### src/rtl/link_seq_pkg.sv
package link_seq_pkg;

  typedef enum logic [3:0] {
    ST_IDLE,
    ST_PHY_CLK,
    ST_BUS_CLK,
    ST_CORE_CLK,
    ST_PD_REL,
    ST_REF_ON,
    ST_EP_PULSE,
    ST_SETTLE,
    ST_LOCK_POLL,
    ST_DONE,
    ST_DONE_TO
  } seq_state_e;

  localparam logic [1:0] VAR_PLAIN  = 2'd0;
  localparam logic [1:0] VAR_SETTLE = 2'd1;
  localparam logic [1:0] VAR_LOCK   = 2'd2;

  function automatic int max2(input int a, input int b);
    return (a > b) ? a : b;
  endfunction

endpackage

### src/rtl/seq_timer.sv
module seq_timer #(
  parameter int W = 8
) (
  input  logic         clk_i,
  input  logic         rst_ni,
  input  logic         load_i,
  input  logic [W-1:0] load_val_i,
  output logic         expired_o
);

  logic [W-1:0] cnt_q;

  always_ff @(posedge clk_i or negedge rst_ni) begin
    if (!rst_ni)             cnt_q <= '0;
    else if (load_i)         cnt_q <= load_val_i;
    else if (cnt_q != '0)    cnt_q <= cnt_q - W'(1);
  end

  assign expired_o = (cnt_q == '0);

  // an expired timer stays expired until reloaded
  assert_timer_rest_R1: assert property (@(posedge clk_i) disable iff (!rst_ni)
    (expired_o && !load_i) |=> expired_o);

endmodule

### src/rtl/retry_ctr.sv
module retry_ctr #(
  parameter int MAX = 4
) (
  input  logic clk_i,
  input  logic rst_ni,
  input  logic clr_i,
  input  logic inc_i,
  output logic last_o
);

  localparam int RW = (MAX > 1) ? $clog2(MAX) : 1;
  localparam logic [RW-1:0] LAST = RW'(MAX - 1);

  logic [RW-1:0] cnt_q;

  always_ff @(posedge clk_i or negedge rst_ni) begin
    if (!rst_ni)                     cnt_q <= '0;
    else if (clr_i)                  cnt_q <= '0;
    else if (inc_i && cnt_q != LAST) cnt_q <= cnt_q + RW'(1);
  end

  assign last_o = (cnt_q == LAST);

  assert_retry_bound_R8: assert property (@(posedge clk_i) disable iff (!rst_ni)
    cnt_q <= LAST);

endmodule

### src/rtl/seq_out_decode.sv
module seq_out_decode
  import link_seq_pkg::*;
(
  input  seq_state_e state_i,
  input  logic       ep_present_i,
  input  logic       ep_act_high_i,
  output logic       phy_clk_en_o,
  output logic       bus_clk_en_o,
  output logic       core_clk_en_o,
  output logic       phy_pd_o,
  output logic       ref_clk_en_o,
  output logic       phy_rst_o,
  output logic       core_rst_o,
  output logic       ep_rst_o,
  output logic       done_o,
  output logic       lock_timeout_o
);

  logic ep_held;

  always_comb begin
    phy_clk_en_o   = (state_i != ST_IDLE);
    bus_clk_en_o   = !(state_i inside {ST_IDLE, ST_PHY_CLK});
    core_clk_en_o  = !(state_i inside {ST_IDLE, ST_PHY_CLK, ST_BUS_CLK});
    phy_pd_o       = (state_i inside {ST_IDLE, ST_PHY_CLK, ST_BUS_CLK, ST_CORE_CLK});
    ref_clk_en_o   = !(state_i inside {ST_IDLE, ST_PHY_CLK, ST_BUS_CLK, ST_CORE_CLK, ST_PD_REL});
    phy_rst_o      = !(state_i inside {ST_LOCK_POLL, ST_DONE, ST_DONE_TO});
    core_rst_o     = !(state_i inside {ST_SETTLE, ST_DONE, ST_DONE_TO});
    done_o         = (state_i inside {ST_DONE, ST_DONE_TO});
    lock_timeout_o = (state_i == ST_DONE_TO);
    ep_held        = ep_present_i &&
                     (state_i inside {ST_IDLE, ST_PHY_CLK, ST_BUS_CLK, ST_CORE_CLK,
                                      ST_PD_REL, ST_REF_ON, ST_EP_PULSE});
    ep_rst_o       = ep_held ? ep_act_high_i : !ep_act_high_i;
  end

endmodule

### src/rtl/link_bringup_seq.sv
module link_bringup_seq
  import link_seq_pkg::*;
#(
  parameter int CLK_GAP_CYC   = 16,
  parameter int PD_TO_REF_CYC = 1000,
  parameter int REF_STAB_CYC  = 20000,
  parameter int EP_PULSE_CYC  = 10000000,
  parameter int SETTLE_CYC    = 20000,
  parameter int POLL_GAP_CYC  = 5000,
  parameter int POLL_MAX      = 2000
) (
  input  logic       clk_i,
  input  logic       rst_ni,
  input  logic       start_i,
  input  logic       shutdown_i,
  input  logic       pll_locked_i,
  input  logic [1:0] variant_i,
  input  logic       ep_present_i,
  input  logic       ep_act_high_i,
  output logic       phy_clk_en_o,
  output logic       bus_clk_en_o,
  output logic       core_clk_en_o,
  output logic       phy_pd_o,
  output logic       ref_clk_en_o,
  output logic       phy_rst_o,
  output logic       core_rst_o,
  output logic       ep_rst_o,
  output logic       done_o,
  output logic       lock_timeout_o
);

  localparam int MAX_DLY = max2(max2(max2(CLK_GAP_CYC, PD_TO_REF_CYC), max2(REF_STAB_CYC, EP_PULSE_CYC)),
                                max2(SETTLE_CYC, POLL_GAP_CYC));
  localparam int CNT_W   = max2($clog2(MAX_DLY), 1);

  // timer is loaded with delay-1 so a state lasts exactly its delay
  localparam logic [CNT_W-1:0] LD_GAP    = CNT_W'(CLK_GAP_CYC - 1);
  localparam logic [CNT_W-1:0] LD_PD_REF = CNT_W'(PD_TO_REF_CYC - 1);
  localparam logic [CNT_W-1:0] LD_STAB   = CNT_W'(REF_STAB_CYC - 1);
  localparam logic [CNT_W-1:0] LD_EP     = CNT_W'(EP_PULSE_CYC - 1);
  localparam logic [CNT_W-1:0] LD_SETTLE = CNT_W'(SETTLE_CYC - 1);
  localparam logic [CNT_W-1:0] LD_POLL   = CNT_W'(POLL_GAP_CYC - 1);

  seq_state_e       state_q, state_d;
  logic [1:0]       variant_q;
  logic             tmr_load, tmr_exp;
  logic [CNT_W-1:0] tmr_val;
  logic             rty_clr, rty_inc, rty_last;
  logic             go_release;

  always_comb begin
    state_d    = state_q;
    tmr_load   = 1'b0;
    tmr_val    = '0;
    rty_clr    = 1'b0;
    rty_inc    = 1'b0;
    go_release = 1'b0;
    if (shutdown_i) begin
      state_d = ST_IDLE;
    end else begin
      case (state_q)
        ST_IDLE: if (start_i) begin
          state_d = ST_PHY_CLK;  tmr_load = 1'b1; tmr_val = LD_GAP;
        end
        ST_PHY_CLK: if (tmr_exp) begin
          state_d = ST_BUS_CLK;  tmr_load = 1'b1; tmr_val = LD_GAP;
        end
        ST_BUS_CLK: if (tmr_exp) begin
          state_d = ST_CORE_CLK; tmr_load = 1'b1; tmr_val = LD_GAP;
        end
        ST_CORE_CLK: if (tmr_exp) begin
          state_d = ST_PD_REL;   tmr_load = 1'b1; tmr_val = LD_PD_REF;
        end
        ST_PD_REL: if (tmr_exp) begin
          state_d = ST_REF_ON;   tmr_load = 1'b1; tmr_val = LD_STAB;
        end
        ST_REF_ON: if (tmr_exp) begin
          if (ep_present_i) begin
            state_d = ST_EP_PULSE; tmr_load = 1'b1; tmr_val = LD_EP;
          end else begin
            go_release = 1'b1;
          end
        end
        ST_EP_PULSE: if (tmr_exp) go_release = 1'b1;
        ST_SETTLE:   if (tmr_exp) state_d = ST_DONE;
        ST_LOCK_POLL: if (tmr_exp) begin
          if (pll_locked_i)  state_d = ST_DONE;
          else if (rty_last) state_d = ST_DONE_TO;
          else begin
            rty_inc = 1'b1; tmr_load = 1'b1; tmr_val = LD_POLL;
          end
        end
        default: ;
      endcase
      if (go_release) begin
        case (variant_q)
          VAR_SETTLE: begin
            state_d = ST_SETTLE;    tmr_load = 1'b1; tmr_val = LD_SETTLE;
          end
          VAR_LOCK: begin
            state_d = ST_LOCK_POLL; tmr_load = 1'b1; tmr_val = LD_POLL; rty_clr = 1'b1;
          end
          default: state_d = ST_DONE;
        endcase
      end
    end
  end

  always_ff @(posedge clk_i or negedge rst_ni) begin
    if (!rst_ni) begin
      state_q   <= ST_IDLE;
      variant_q <= VAR_PLAIN;
    end else begin
      state_q <= state_d;
      if (state_q == ST_IDLE && start_i && !shutdown_i) variant_q <= variant_i;
    end
  end

  seq_timer #(.W(CNT_W)) u_timer (
    .clk_i      (clk_i),
    .rst_ni     (rst_ni),
    .load_i     (tmr_load),
    .load_val_i (tmr_val),
    .expired_o  (tmr_exp)
  );

  retry_ctr #(.MAX(POLL_MAX)) u_retry (
    .clk_i  (clk_i),
    .rst_ni (rst_ni),
    .clr_i  (rty_clr),
    .inc_i  (rty_inc),
    .last_o (rty_last)
  );

  seq_out_decode u_dec (
    .state_i        (state_q),
    .ep_present_i   (ep_present_i),
    .ep_act_high_i  (ep_act_high_i),
    .phy_clk_en_o   (phy_clk_en_o),
    .bus_clk_en_o   (bus_clk_en_o),
    .core_clk_en_o  (core_clk_en_o),
    .phy_pd_o       (phy_pd_o),
    .ref_clk_en_o   (ref_clk_en_o),
    .phy_rst_o      (phy_rst_o),
    .core_rst_o     (core_rst_o),
    .ep_rst_o       (ep_rst_o),
    .done_o         (done_o),
    .lock_timeout_o (lock_timeout_o)
  );

  assert_bus_after_phy_R1: assert property (@(posedge clk_i) disable iff (!rst_ni)
    bus_clk_en_o |-> phy_clk_en_o);
  assert_core_after_bus_R1: assert property (@(posedge clk_i) disable iff (!rst_ni)
    core_clk_en_o |-> bus_clk_en_o);
  assert_ref_after_power_R2: assert property (@(posedge clk_i) disable iff (!rst_ni)
    ref_clk_en_o |-> (!phy_pd_o && core_clk_en_o));
  assert_ep_off_before_phy_R3: assert property (@(posedge clk_i) disable iff (!rst_ni)
    (!phy_rst_o && ep_present_i) |-> (ep_rst_o != ep_act_high_i));
  assert_lock_seen_R7: assert property (@(posedge clk_i) disable iff (!rst_ni)
    ($rose(done_o) && variant_q == VAR_LOCK && !lock_timeout_o) |-> $past(pll_locked_i));
  assert_timeout_done_R8: assert property (@(posedge clk_i) disable iff (!rst_ni)
    lock_timeout_o |-> done_o);
  assert_shutdown_R9: assert property (@(posedge clk_i) disable iff (!rst_ni)
    (shutdown_i && phy_clk_en_o) |=> (core_rst_o && phy_rst_o && phy_pd_o && !phy_clk_en_o));
  assert_done_hold_R10: assert property (@(posedge clk_i) disable iff (!rst_ni)
    (done_o && !shutdown_i) |=> done_o);

endmodule

### config.mk
export PLATFORM = sky130hd
export DESIGN_NAME = link_bringup_seq
export DESIGN_NICKNAME = d
export VERILOG_FILES = /design/src/rtl/link_seq_pkg.sv /design/src/rtl/seq_timer.sv /design/src/rtl/retry_ctr.sv /design/src/rtl/seq_out_decode.sv /design/src/rtl/link_bringup_seq.sv
export SDC_FILE = /design/constraint.sdc
export NUM_CORES = 1
export LEC_CHECK = 0
export BUFFER_PORTS_ARGS = -buffer_cell sky130_fd_sc_hd__buf_2
export CAP_MARGIN = 20
export CORE_UTILIZATION = 40
export DETAILED_ROUTE_END_ITERATION = 10
export PLACE_DENSITY_LB_ADDON = 0.05
export SLEW_MARGIN = 10
export SYNTH_ARGS = -nofsm -noshare
export SYNTH_HDL_FRONTEND = slang
export SYNTH_SLANG_ARGS = --single-unit
### constraint.sdc
create_clock -name clk_i -period 3.3 [get_ports clk_i]
set_clock_uncertainty 0.15 [all_clocks]
set_input_delay 0 -clock clk_i [delete_from_list [all_inputs] [get_ports clk_i]]
set_output_delay 0 -clock clk_i [all_outputs]
set_load 0.01 [all_outputs]
# Yosys cells after proc, flatten, opt, wreduce, memory -nomap -nowiden
# Cells that the tools add are included.
# word_totals
output_inout_bits	10
elab_cells	113
regBits	41
# op_classes
n_reduce_logical	30
n_addsub	2
muxes	53
eq_ne	24
# ops
cell	n
24-bit two-way mux	6
24-bit one-hot mux with 6 select lines	1
4-bit two-way mux	15
24-bit one-hot mux with 2 select lines	1
13-bit two-way mux	3
4-bit != test, second input constant	9
4-bit one-hot mux with 8 select lines	1
24-bit logical NOT	1
24-bit nonzero test	1
24-bit by 1-bit subtractor with 24-bit output, second input constant	1
11-bit two-way mux	2
1-bit two-way mux	19
4-bit by 3-bit == test with 1-bit output, second input constant	4
15-bit two-way mux	1
4-bit == test, second input constant	3
11-bit by 1-bit adder with 11-bit output, second input constant	1
11-bit == test, second input constant	1
11-bit != test, second input constant	1
11-bit AND reduction	1
10-bit two-way mux	1
10-bit nonzero test	1
3-bit nonzero test	3
4-bit by 2-bit == test with 1-bit output, second input constant	2
4-bit one-hot mux with 2 select lines	1
other kinds (15)	29

# Longest topological paths before layout
# Gate-level depths: netlist of the first run.
# logic_depth
depth_word	9
ltp_mapped	9
mapped_depth_nobuf	7

# Cells and area by module
# From an unflattened synthesis of the first run, not the netlist that was laid out.
# hier_totals
hier_cells	342
area_unflattened_um2	3016.6
# modules_own_cells
module	area_per_inst_um2	instances	seq_area_each_um2	cells_per_inst
seq_timer	1485.2	1	600.6	156
link_bringup_seq	744.5	1	150.1	97
retry_ctr	678.2	1	275.3	73
seq_out_decode	108.9	1	0.0	16

# Worst setup path after synthesis of the first run
# Ideal clock, no wire load.
# synth_path
kind	register to register
start	register u_timer.cnt_q[0]
end	register u_retry.cnt_q[7]
arrival_time_ps	2349
n_path_buf	2
period_less_slack_ps	2634
setup_time_ps	134
path_stages_with_launch	10
t_required_ps	3016
setup_slack_ps	666
path_cell_list	dfrtp_1 -> inv_1 -> ha_1 -> or3b_2 -> nor3_2 -> nand4_2 -> buf_2 -> buf_2 -> o41ai_1 -> a21oi_1
# synth_between
elab_chain_cells	7
elab_cells_between_ends	13
cone_classes	mux: 10; reduce/logical: 3
# synth_lines
element	line_no	source
start, declared	seq_timer.sv:11	logic [W-1:0] cnt_q;
start signal, assigned	seq_timer.sv:15	else if (load_i) cnt_q <= load_val_i;
start signal, assigned	seq_timer.sv:16	else if (cnt_q != '0) cnt_q <= cnt_q - W'(1);
24-bit logical NOT *	seq_timer.sv:19	assign expired_o = (cnt_q == '0);
1-bit two-way mux, on equally long branches	link_bringup_seq.sv:84, link_bringup_seq.sv:77	
1-bit one-hot mux with 2 select lines	link_bringup_seq.sv:61	case (state_q)
1-bit two-way mux	link_bringup_seq.sv:58	if (shutdown_i) begin
1-bit two-way mux	link_bringup_seq.sv:95	if (go_release) begin
1-bit two-way mux	link_bringup_seq.sv:58	
11-bit two-way mux / 2-bit nonzero test (equally long branches)	-	
end signal, assigned	retry_ctr.sv:19	else if (inc_i && cnt_q != LAST) cnt_q <= cnt_q + RW'(1);
end, declared	retry_ctr.sv:14	logic [RW-1:0] cnt_q;
# Mark *: on every way between the ends. The rest lies on a longest branch, timed or not. The select of a mux whose other input is x is not followed.
# A chain may end at the register's enable or synchronous reset.

# Worst setup path in the final report of the first run
# layout_path
start	register u_timer.cnt_q[0]
end	register u_retry.cnt_q[4]
# Same word-level chain as after synthesis.

==> results by group, run 1 <==
STA
  • TNS Setup: 0 ns
  • Final setup violation count: 0
  • RSZ-0062 raised after global routing: no
  • Max Freq: between 0.3 and 0.4 GHz
  • Tmin final: 2.93 ns
  • Rel. slew slack: 0.357
  • Worst slew pin tran: between 0.9 and 1 ns
  • Final Hold Fails: 0
  • Slew Limit Fails: 0
  • Tcrit/Tclk final: 0.889

Global route
  • Maximum number of pins on one net before global-route repair: 42
  • Antenna violations before repair: 0
  • All-Layer GR Usage: 0.207
  • Vias in the first global route: ~2300
  • First-pass GRT wire length: 11900 um
  • Grt total ovfl: 0

Cells and area
  • Final Non-Filler Cells: 429
  • Design area: roughly 3200 sq um
  • Area Overhead vs Synth: 12.6%
  • Layout Nets: 347
  • Number of antenna diodes: 0
  • Layout cells sized above 1: 0.153

Status
  • Status: finished clean

CTS
  • Setup bufs post-CTS: 0
  • Clock buffer count from CTS: 5
  • Clock-pin slew on the worst setup and hold paths: 0.08 ns
  • Clk_lat worst skew: roughly 0.30 ns
  • Clock root cell: clkbuf_8
  • Cts hold-fix bufs: 4
  • H-tree levels: 2
  • CTS tree: built
  • Resize count post-CTS: 0
  • Clock Tree Buf Depth: 2
  • # clock sinks: 41

Critical path
  • Kind of critical path: flip-flop to flip-flop
  • Critical-path top delay cell: or4_1
  • Critical Path RT: between 3 and 4 ns
  • CP Capture Type: flip-flop
  • Setup slack, reg-to-reg: 0.37 ns
  • Crit path DAT: 3.00 ns
  • Critical path buffer and inverter count: 1
  • R2r startpoint: u_timer.cnt_q[0]$_DFFE_PN0P_
  • Delay-heaviest family, CP: simple AND/OR/NAND/NOR gates
  • Worst Path Max Fanout: 23
  • Crit path largest cell delay: 0.65 ns
  • CP Launch Type: flip-flop
  • Critical path launch point: u_timer.cnt_q[0]$_DFFE_PN0P_
  • Critical-path cell list: inv_1 -> ha_1 -> or3b_2 -> nor3_2 -> nand4_2 -> or4_1 -> a21oi_1

Routing
  • Via count: ~2500
  • Final WL: 7020 um
  • DRT antenna net count: 0
  • Via density: roughly 5.7
  • WL/cell: approximately 16 um
  • Pre-antenna DRT Iters: 4
  • 1st-iter DRT viols: 110
  • DR DRC count: 0

Worst hold path
  • Worst hold path class: input pin to primary output
  • Hold Path Origin: ep_act_high_i

Yosys
  • Post-synthesis compound-gate area fraction: 0.219
  • Post-synth EDFFs: 0
  • Sequential share of the synthesized area: 0.365
  • Synth warn: 0
  • Share of the synthesized area in the top cell type: 0.365
  • XOR/XNOR Fraction of Synth Area: 0.0623
  • Largest area contributor in the netlist: dfrtp_1
  • Synth Area in Adders: 0.0267
  • Syn Std Cell Area: roughly 2800 sq um
  • Synth async-reset ratio: 1.00
  • Distinct cells, synth: approximately 60
  • Multiplexer area fraction after synthesis: 0.0258
  • Syn nets: roughly 330
  • Largest family of logic cells by synthesized area: simple AND/OR/NAND/NOR gates
  • Seq cells post-synth: about 40
  • Top FF cell, synth: dfrtp_1
  • Top cells by area, synth: dfrtp_1 36%, xnor2_1 3.7%, o21ai_0 3.6%
  • Syn avg cell area: roughly 9.0 sq um
  • Cells after Synth: between 300 and 400
  • Simple-Gate Fraction of Synth Area: 0.257

Place
  • Area after DPL: between 3000 and 4000 sq um
  • Final GP Congestion: just under 0.9
  • Placed cells: roughly 420
  • HPWL after detailed placement: 4980 um
  • IO buf count: 18

Run
  • Max cap viols: 0

Floorplan
  • Row cnt: 30
  • I/O Pins: 19
  • Floorplan die height: between 80 and 90 um
  • Initial core utilization: 0.414
  • Die area: roughly 7400 sq um
  • Die width: roughly 86 um
  • Core area: slightly below 7000 sq um

Power and ir drop
  • Maximum vdd drop: around 230 uV
  • Pwr per Cell Area: around 600 nW/um^2
  • Leakage power: between 1 and 1.5 nW
layer usage:
layer | vias to the layer above | wire length, um | track usage
met5 | - | 0 | 0
met4 | 0 | 70 | 0.0500
met3 | 5 | 138 | 0.0289
met2 | 27 | 3330 | 0.327
met1 | 1209 | 3480 | 0.300
li1 | 1223 | - | -
power breakdown:
group	total [mW]	leakage (nW)	internal [mW]	switching, mW
clock	0.430	0.0585	0.247	0.183
combinational	0.754	0.705	0.305	0.448
sequential	0.669	0.554	0.582	0.0863
registers in the layout, indices dropped and copies added (netlist names):
name,count
u_retry.cnt_q,11
variant_q,2
u_timer.cnt_q,24
state_q,4
cell usage in the layout (no fill, tap or decap), types with 3 or more instances in the layout:
cell type / Yosys / routed
nor2b_1: 5 / 5
nor3_1: 12 / 12
nand2b_1: 4 / 4
buf_4: 0 / 10
nand3_1: 11 / 11
nand2_1: 21 / 21
o211ai_1: 3 / 3
or4_1: 11 / 11
o21ai_0: 20 / 20
clkbuf_8: 0 / 6
buf_2: 6 / 18
a21oi_1: 18 / 18
dlygate4sd3_1: 0 / 4
ha_1: 6 / 6
and3_1: 6 / 6
dfrtp_1: 41 / 41
mux2i_1: 5 / 5
xor2_1: 8 / 8
nor2_1: 12 / 12
o21ai_1: 3 / 3
nor3b_1: 4 / 4
nor4_1: 5 / 5
xnor2_1: 12 / 12
o22ai_1: 7 / 7
inv_1: 10 / 10
a211oi_1: 6 / 6
or3_1: 7 / 7
o31ai_1: 11 / 11
cells in the mapped netlist (all sizes together) (3+ instances only):
library cell	n
buf	8
clkbuf	13
ha	6
inv	10
nor2	12
o31ai	11
o21ai	23
nor4	8
nor3	15
and3	6
nor2b	5
nand2	21
dfrtp	41
a211oi	7
o22ai	7
nand4	3
a21oi	18
mux2i	5
or3	7
nand3	11
xor2	8
nand2b	4
xnor2	12
nor3b	4
or4	13
o211ai	3
layout make-up:
cell class / count / area, sq um
clock buffer: 7 / 86.3
clock inverter: 1 / 30.0
fill: 685 / 3630
inverter: 10 / 37.5
multi-input combinational: 242 / 1660
sequential: 41 / 1030
tap: 96 / 120
timing repair buffer: 32 / 205
final timing paths:
kind,endpoint,cells past startpoint
worst max register to register,u_retry.cnt_q[4]$_DFFE_PN0P_,7
worst min register to register,u_retry.cnt_q[10]$_DFFE_PN0P_,2
min in group asynchronous,u_retry.cnt_q[8]$_DFFE_PN0P_,2
max in group asynchronous,state_q[3]$_DFFE_PN0P_,2
worst min-delay path,ep_rst_o,3
worst max-delay path,u_retry.cnt_q[4]$_DFFE_PN0P_,7
through the flow:
| stage | hold WS, ns | power [mW] | util | setup WS [ns] |
|---|---|---|---|---|
| 2_1_floorplan | -0.446 | 1.23 | - | 0.666 |
| 3_3_place_gp | 0.0592 | 1.42 | 0.443 | 0.380 |
| 3_5_place_dp | 0.0600 | 1.42 | 0.443 | 0.386 |
| 4_1_cts | 0.0992 | 1.86 | 0.466 | 0.347 |
| 5_1_grt | 0.149 | 1.97 | 0.466 | 0.140 |
| 6_report | 0.120 | 1.85 | 0.466 | 0.366 |
worst min-delay path: stages:
cell     delay [ns]
buf_2          0.08
xnor2_1        0.06
buf_2          0.13
logic make-up (layout without fill, tap and decap cells):
family,count (synthesis),in the layout
AO/OA/AOI/OAI,92,92
XOR/XNOR,20,20
adder cells (fa/ha/maj),6,6
buffers and inverters,31,50
flip-flops,41,41
multiplexers,7,7
AND/OR/NAND/NOR,117,117
No activity file was read; power rests on OpenSTA's default activity.
==> run 2: changes to the inputs <==
Settings changed: PLACE_DENSITY_LB_ADDON 0.05 to not set.
==> results by group, run 2 (same netlist as run 1, synthesis figures left out) <==
Cells and area
  • Largest registers: u_timer.cnt_q (24), u_retry.cnt_q (11), state_q (4)
  • Most frequent cells in the layout: 41 x dfrtp_1, 21 x nand2_1, 20 x o21ai_0
  • Layout Nets: 345 (-0.58%)
  • Fillers: 633 (-7.6%)
  • Final Non-Filler Cells: 427 (-0.47%)
  • Largest Register: u_timer.cnt_q
  • Layout cells sized above 1: 0.151 (-0.00210)
  • Area Overhead vs Synth: 12.7% (about the same)
  • Max reg flops: 24 (unchanged)
  • Number of antenna diodes: 0 (unchanged)
  • Most common cell after layout, fill and taps aside: dfrtp_1

Global route
  • Vias in the first global route: 2325 (+1.4%)
  • Grt total ovfl: 0 (unchanged)
  • Maximum number of pins on one net before global-route repair: 42 (unchanged)
  • Met1 Use GR: 0.275 (-0.0251)
  • GRT busiest layer: met2
  • All-Layer GR Usage: 0.200 (-0.00724)
  • First-pass GRT wire length: 11600 um (-2.5%)
  • Met2 usage: 0.315 (-0.0116)
  • Antenna violations before repair: 0 (unchanged)
  • GRT met3 Usage: 0.0346 (+0.00577)

Routing
  • WL/cell: 16.3 um (-0.35%)
  • DR DRC count: 0 (unchanged)
  • Via count: 2486 (+0.89%)
  • Final WL: 6960 um (-0.81%)
  • DRT antenna net count: 0 (unchanged)
  • Pre-antenna DRT Iters: 4 (unchanged)
  • Via density: 5.82 (+1.4%)
  • 1st-iter DRT viols: 126 (+15%)

Floorplan
  • I/O Pins: 19 (unchanged)
  • Initial core utilization: 0.414 (unchanged)
  • Core area: 6790 sq um (unchanged)
  • Die width: 85.8 um (unchanged)
  • Row cnt: 30 (unchanged)
  • Die area: 7370 sq um (unchanged)
  • Floorplan die height: 85.8 um (unchanged)

Status
  • Status: finished clean

CTS
  • Clock buffer count from CTS: 5 (unchanged)
  • CTS tree: built
  • Clock root cell: clkbuf_8
  • H-tree levels: 2 (unchanged)
  • Resize count post-CTS: 0 (unchanged)
  • Clock-pin slew on the worst setup and hold paths: 0.08 ns (about the same)
  • Clock Tree Buf Depth: 2 (unchanged)
  • # clock sinks: 41 (unchanged)
  • Clk_lat worst skew: 0.29 ns (about the same)

STA
  • TNS Setup: 0 ns (unchanged)
  • RSZ-0062 raised after global routing: no
  • Rel. slew slack: 0.372 (+0.0150)
  • Final hold slack: 0.102 ns (-0.0189 ns)
  • Final setup violation count: 0 (unchanged)
  • Tcrit/Tclk final: 0.897 (+0.00766)
  • Max Freq: 0.338 GHz (-0.85%)
  • Tmin final: 2.96 ns (+0.0253 ns)
  • Worst slew pin tran: 0.943 ns (-0.0225 ns)
  • Slew Limit Fails: 0 (unchanged)
  • Final Hold Fails: 0 (unchanged)

Critical path
  • Crit path DAT: 3.03 ns (+0.03 ns)
  • Worst Path Max Fanout: 23 (unchanged)
  • CP Capture Type: flip-flop
  • FF-to-FF path depth: 7 (unchanged)
  • CP Launch Type: flip-flop
  • Critical path launch point: u_timer.cnt_q[0]$_DFFE_PN0P_
  • Setup slack, reg-to-reg: 0.34 ns (-0.03 ns)
  • Setup crit end: u_retry.cnt_q[9]$_DFFE_PN0P_
  • FF-to-FF End: u_retry.cnt_q[9]$_DFFE_PN0P_
  • Critical Path RT: 3.37 ns (about the same)
  • R2r startpoint: u_timer.cnt_q[0]$_DFFE_PN0P_
  • Kind of critical path: flip-flop to flip-flop

Place
  • IO buf count: 18 (unchanged)
  • HPWL after detailed placement: 4930 um (-1.0%)
  • Final GP Congestion: 0.866 (-0.35%)
  • Placed cells: 415 (-0.48%)

Worst hold path
  • Worst hold path class: input pin to flip-flop
  • Hold Path Origin: pll_locked_i

Run
  • Max cap viols: 0 (unchanged)

Power and ir drop
  • Pwr per Cell Area: 597 nW/um^2 (+2.1%)
  • Maximum vdd drop: 391 uV (+70%)
  • Leakage power: 1.32 nW (about the same)
==> run 2: cell count changes in the layout (fill, tap and decap cells not counted) <==
cell	previous run	this run
clkbuf_1	1	0
clkbuf_8	6	5
clkinv_2	0	1
bufinv_16	1	2
buf_4	10	8
==> run 2: area by class of cell <==
cell class                      count  area [sq um]  area share
Sequential cell                    41          1030       0.324
Clock inverter                      3          65.1      0.0205
Multi-Input combinational cell    242          1660       0.524
Timing Repair Buffer               30           190      0.0600
Inverter                           10          37.5      0.0118
Clock buffer                        5          68.8      0.0217
Tap cell                           96           120      0.0379
==> run 2: how the worst min path moves through the flow <==
stage | to | slack (ns) | cells past startpoint
floorplan | state_q[0]$_DFFE_PN0P_ | -0.45 | 0
global placement | u_retry.cnt_q[9]$_DFFE_PN0P_ | 0.05 | 1
detailed placement | u_retry.cnt_q[5]$_DFFE_PN0P_ | 0.04 | 1
CTS | u_retry.cnt_q[1]$_DFFE_PN0P_ | 0.10 | 5
global route | ep_rst_o | 0.14 | 3
finish | u_retry.cnt_q[1]$_DFFE_PN0P_ | 0.10 | 5
==> run 2: report_power, final <==
part / total (mW) / internal (mW) / switching [mW]
Combinational: 0.752 / 0.306 / 0.446
Clock: 0.476 / 0.301 / 0.175
Sequential: 0.664 / 0.583 / 0.0817
==> run 2: metal layers <==
metal	share of wire	routed length [um]
met2	0.46	3210
met1	0.48	3330
met5	0	0
met3	0.044	303
met4	0.018	123
==> run 2: through the flow <==
stage | utilization | instance area (sq um) | total power [mW] | worst slack [ns]
finish | 0.466 | 3170 | 1.89 | 0.341
global route | 0.466 | 3170 | 2.01 | 0.140
CTS | 0.466 | 3170 | 1.90 | 0.354
detailed placement | 0.441 | 3000 | 1.41 | 0.360
global placement | 0.441 | 3000 | 1.41 | 0.433
floorplan | - | 2810 | 1.23 | 0.666
==> run 2: timing repair <==
item / in CTS / in global routing
hold buffers: 4 / 0
hold endpoints to repair: 45 / 0
setup buffers: 0 / 0
==> run 2: critical path: stages (launching register included) <==
cell and delay [ns]:
dfrtp_1 0.39, inv_1 0.10, ha_1 0.19, or3b_2 0.52, nor3_2 0.24, nand4_2 0.48
or4_1 0.66, a21oi_1 0.16
